==> config.mk <==
export PLATFORM = sky130hd
export DESIGN_NAME = mbox_req_engine
export DESIGN_NICKNAME = d
export VERILOG_FILES = /design/src/rtl/mbox_req_engine.sv
export SDC_FILE = /design/constraint.sdc
export NUM_CORES = 1
export LEC_CHECK = 0
export BUFFER_PORTS_ARGS = -buffer_cell sky130_fd_sc_hd__buf_2
export CORE_MARGIN = 1.5
export CORE_UTILIZATION = 48
export DETAILED_ROUTE_END_ITERATION = 16
export GPL_TIMING_DRIVEN = 1
export PLACE_DENSITY = 0.87
export SYNTH_ARGS = -nofsm -noshare
export SYNTH_HDL_FRONTEND = slang
export SYNTH_SLANG_ARGS = --single-unit
==> constraint.sdc <==
create_clock -name clk -period 2.6 [get_ports clk]
set_input_delay 0 -clock clk [delete_from_list [all_inputs] [get_ports clk]]
set_output_delay 0 -clock clk [all_outputs]
set_load 0.01 [all_outputs]
==> src/rtl/mbox_req_engine.sv <==
`timescale 1ns/1ps
module mbox_req_engine #(
  parameter int PAGE_SHIFT = 12,
  parameter int MAX_POLLS  = 20000,
  parameter int GAP_W      = 16
) (
  input  logic              clk,
  input  logic              rst_n,
  input  logic              start,
  input  logic              op_down,
  input  logic              reset_req,
  input  logic [63:0]       eq_addr,
  input  logic [63:0]       cq_addr,
  input  logic [63:0]       rq_addr,
  input  logic [63:0]       sq_addr,
  input  logic [31:0]       vec_idx,
  input  logic [GAP_W-1:0]  poll_gap,
  input  logic [31:0]       mb_hdr_in,
  output logic              mb_wr_en,
  output logic [2:0]        mb_wr_idx,
  output logic [31:0]       mb_wr_data,
  output logic              busy,
  output logic              done,
  output logic              err,
  output logic              tmo
);
  localparam int PW = $clog2(MAX_POLLS + 1);
  localparam int FW = 52;
  localparam logic [2:0] REQ_VER = 3'd0;

  typedef enum logic [2:0] {S_IDLE, S_OWN, S_OWN_GAP, S_WR, S_RSP, S_RSP_GAP} st_t;
  st_t st;

  logic [255:0]     msg;
  logic [2:0]       idx;
  logic [PW-1:0]    polls;
  logic [GAP_W-1:0] gap;
  logic             down_q, rst_q;

  function automatic logic [FW-1:0] frame(input logic [63:0] a);
    return FW'(a >> PAGE_SHIFT);
  endfunction

  function automatic logic misal(input logic [63:0] a);
    return |a[PAGE_SHIFT-1:0];
  endfunction

  wire [FW-1:0] f0 = frame(eq_addr);
  wire [FW-1:0] f1 = frame(cq_addr);
  wire [FW-1:0] f2 = frame(rq_addr);
  wire [FW-1:0] f3 = frame(sq_addr);

  wire [31:0] hdr_req = {7'd0, reset_req, 16'd0, 5'd0, op_down ? 3'd2 : 3'd1};

  wire [255:0] est_msg = {hdr_req, vec_idx[15:0],
                          f3[51:48], f2[51:48], f1[51:48], f0[51:48],
                          f3[47:0], f2[47:0], f1[47:0], f0[47:0]};

  wire bad_in = !op_down &&
                (misal(eq_addr) || misal(cq_addr) || misal(rq_addr) || misal(sq_addr) ||
                 (|vec_idx[31:16]));

  wire own_free = !mb_hdr_in[31];
  wire all_ones = &mb_hdr_in;
  wire rsp_ok   = (mb_hdr_in[2:0] == (down_q ? 3'd2 : 3'd1)) &&
                  !(mb_hdr_in[5:3] > REQ_VER) &&
                  mb_hdr_in[7] && (mb_hdr_in[15:8] == 8'd0);
  wire last_try = (polls == PW'(MAX_POLLS - 1));
  wire in_rsp   = (st == S_RSP);

  always_ff @(posedge clk or negedge rst_n) begin
    if (!rst_n) begin
      st     <= S_IDLE;
      msg    <= '0;
      idx    <= '0;
      polls  <= '0;
      gap    <= '0;
      down_q <= 1'b0;
      rst_q  <= 1'b0;
      done   <= 1'b0;
      err    <= 1'b0;
      tmo    <= 1'b0;
    end else begin
      done <= 1'b0;
      case (st)
        S_IDLE: if (start) begin
          err <= 1'b0;
          tmo <= 1'b0;
          if (bad_in) begin
            done <= 1'b1;
            err  <= 1'b1;
          end else begin
            msg    <= op_down ? {hdr_req, 224'd0} : est_msg;
            down_q <= op_down;
            rst_q  <= reset_req;
            polls  <= '0;
            st     <= S_OWN;
          end
        end
        S_OWN, S_RSP: begin
          if (in_rsp && rst_q && all_ones) begin
            done <= 1'b1;
            st   <= S_IDLE;
          end else if (own_free) begin
            if (in_rsp) begin
              done <= 1'b1;
              err  <= !rsp_ok;
              st   <= S_IDLE;
            end else begin
              idx <= down_q ? 3'd7 : 3'd0;
              st  <= S_WR;
            end
          end else if (last_try) begin
            done <= 1'b1;
            tmo  <= 1'b1;
            st   <= S_IDLE;
          end else begin
            polls <= polls + 1'b1;
            if (poll_gap != '0) begin
              gap <= poll_gap;
              st  <= in_rsp ? S_RSP_GAP : S_OWN_GAP;
            end
          end
        end
        S_OWN_GAP, S_RSP_GAP: begin
          if (gap == GAP_W'(1)) st <= (st == S_OWN_GAP) ? S_OWN : S_RSP;
          else gap <= gap - 1'b1;
        end
        S_WR: begin
          if (idx == 3'd7) begin
            polls <= '0;
            st    <= S_RSP;
          end else begin
            idx <= idx + 1'b1;
          end
        end
        default: st <= S_IDLE;
      endcase
    end
  end

  assign busy       = (st != S_IDLE);
  assign mb_wr_en   = (st == S_WR);
  assign mb_wr_idx  = idx;
  assign mb_wr_data = msg[{idx, 5'd0} +: 32];
endmodule

==> metrics.yaml <==
sta:
  worst_pin_slew_ns: 1.29
  hold_slack_ns: 0.0310
  hold_violations: 0
  final-setup-viol-count: 0
  achievable-frequency_mhz: 390
  skew_ns: 0.0152
  period_share_pct: 98.6
  maxSlewViolCount: 0
  slew_headroom_pct: 14.1
  min_period_ns: 2.56
placement:
  dpl.hpwl_mm: 29.1
  io_buffers: 380
  globalplace.congestion: 0.860
  place_area_um2: 15900
grt:
  grt_util_all_layers_pct: 38.5
  grt_max_degree: 228
  antenna_found_initial: 5
  grt_pass1_wl_mm: 85.4
  grt_remaining_overflow: 0
  grt_pass1_vias: 15500
  grt.busiest_layer: "met2"
  grtUsageMet1_pct: 47.7
  grtUsageMet2_pct: 61.3
  grtUsageMet3_pct: 9.42
run_status:
  status: "finished clean"
pwr:
  vdd_drop_max_mv: 0.571
  leakage_nw: 9.65
  power_density_nw_per_um2: 1040
  seq_power_share_pct: 37.0
  swShare_pct: 41.5
  combPwrFrac_pct: 42.6
  switching_power_mw: 8.32
  p_clk_share_pct: 20.4
  internal-power_mw: 11.7
worst_setup_path:
  rr_startpoint: "polls[7]"
  cp-end-kind: "output port"
  worstSetupStartpointType: "flip-flop"
  critPathLaunch: "mb_wr_idx[0]"
  cp.required_ns: 2.60
  cp_max_fo: 68
  arrival_ns: 2.56
  crit_type: "flip-flop to output port"
route:
  drt_wl_total_mm: 56.4
  drc_errors: 0
  first_pass_iters: 10
  via_per_inst: 6.10
  vias: 15400
  drtIter0Drc: 2155
  ant_nets: 0
  wl_per_cell_um: 22.4
finish:
  num-fill-cells: 1874
  area_growth_pct: 43.8
  final_core_util_pct: 69.8
  final-seq-area_um2: 6690
  fin_area_um2: 19300
  multi_input_area_um2: 6320
  fin_nets: 2463
  drive_gt1_share_pct: 24.8
yosys:
  syn_area_per_cell_um2: 8.75
  yosysUniqueCellTypes: 58
  yosys_warnings: 0
  synth_cells: 1534
  synth_nets: 1880
  synthArstFlopShare_pct: 100
  synth_seq_area_share_pct: 49.8
  synth_top_area_share_pct: 49.8
  ys_top_cells_by_area: "dfrtp_1 (50%), nand2_1 (13%), nand3_1 (8.7%)"
  ys.flop_type: "dfrtp_1"
  synth_top_area_cell: "dfrtp_1"
  synth_most_common_cell: "nand2_1"
  syn_area_um2: 13400
  synth-seq-cells: 267
  synth-edff-count: 0
  synth_common_cells: "nand2_1 (478), dfrtp_1 (267), nand3_1 (232), nor2_1 (88)"
floorplanning:
  rows: 61
  initial_utilization_pct: 48.6
  io_pins: 381
  die_h_um: 170
  fp.dieW_um: 170
  core_um2: 27600
  die_area_um2: 29000
clock_network:
  cts-root-buf: "clkbuf_16"
  cts_inserted_buffers: 29
  clockBufferDepth: 3
  h-tree-depth: 1
  clk_latency_ns: 0.56
  path_clk_slew_ns: 0.06
  tritoncts: "done"
  clkSinkCount: 267
min_path:
  hold_path.class: "primary input to async pin"
run:
  cap_violations: 0
[power groups by stage]
stage	registers (mW)	clock network (mW)	logic, mW
2_1_floorplan	6.75	0	5.00
3_3_place_gp	7.01	0	7.32
3_5_place_dp	7.14	0	7.56
4_1_cts	7.08	4.06	7.90
5_1_grt	7.55	4.29	9.27
6_report	7.42	4.09	8.55
[repair_timing]
action | CTS | global route
gates resized for setup | 0 | 13
hold endpoints to repair | 512 | 0
setup buffers | 0 | 0
hold buffers | 245 | 0
setup endpoints to repair | 0 | 11
[metal layers]
metal | part of all wire (%) | wire length [µm] | vias up
met2 | 46 | 25900 | 1254
met5 | 0.16 | 92 | -
met1 | 36 | 20400 | 7203
met4 | 7.1 | 4030 | 6
li1 | - | - | 6500
met3 | 11 | 6000 | 405
[placed cells by master, fill, tap and decap left out, drive strengths merged, types with 4 or more instances in the layout]
cell type    instances
o31ai               11
a21oi               79
o21ai               27
nor2                88
mux2i               30
nor3                15
nand2              478
diode                6
or4                  6
o2bb2ai              6
inv                  8
nand3              232
mux4                35
and2                 5
nor4                28
o41ai               16
clkbuf              45
nor2b                5
a22oi                4
buf                423
mux2                 4
dfrtp              267
nand2b               5
dlygate4sd3        245
or3                  4
ha                   5
nand4               20
[through the flow]
step                      setup TNS [ns]  std cells  power [mW]  setup WS [ns]
final                                  0       2518        20.1         0.0371
after detailed placement         -0.0407       2219        14.7        -0.0235
after global placement                 0       2219        14.3         0.0746
after CTS                              0       2512        19.0         0.0222
after global routing            -0.00225       2514        21.1       -0.00225
after floorplan                        0       1534        11.8         0.0686
[state kept, by name, indices dropped and copies added, names as in the netlist]
| signal | cells |
|---|---|
| msg | 226 |
| gap | 16 |
| polls | 15 |
| mb_wr_idx | 3 |
| st | 3 |
| done | 1 |
| err | 1 |
| rst_q | 1 |
| tmo | 1 |
[path summary, 6_finish.rpt]
kind,to,slack [ns],cells past startpoint
max,mb_wr_data[11],0.04,5
min,msg[58],0.03,2
max reg2reg,st[1],0.05,6
min reg2reg,msg[93],0.46,2
max in group asynchronous,msg[146],1.80,3
min in group clk,done,0.13,6
[critical path, cell delays in order (launching register included)]
cell	delay [ns]
dfrtp_4	0.44
buf_16	0.31
mux4_2	0.64
nor2_1	0.23
a21oi_1	0.08
buf_2	0.19
[cell type report]
type,instances,share of cell area [%]
antenna,6,0.0778
clock buffer,45,4.49
tap,378,2.45
inverter,7,0.162
multi-input combinational,1144,32.7
clock inverter,3,0.240
timing repair buffer,668,25.2
sequential,267,34.7
[cell families after synthesis]
| kind of cell | Yosys count | share of synthesized area (%) |
|---|---|---|
| AO/OA/AOI/OAI | 171 | 8.24 |
| flip-flops | 267 | 49.8 |
| multiplexers | 69 | 8.47 |
| adder cells (fa/ha/maj) | 5 | 0.466 |
| buffers and inverters | 123 | 3.63 |
| AND/OR/NAND/NOR | 899 | 29.4 |
(Power assumes the default switching activity.)
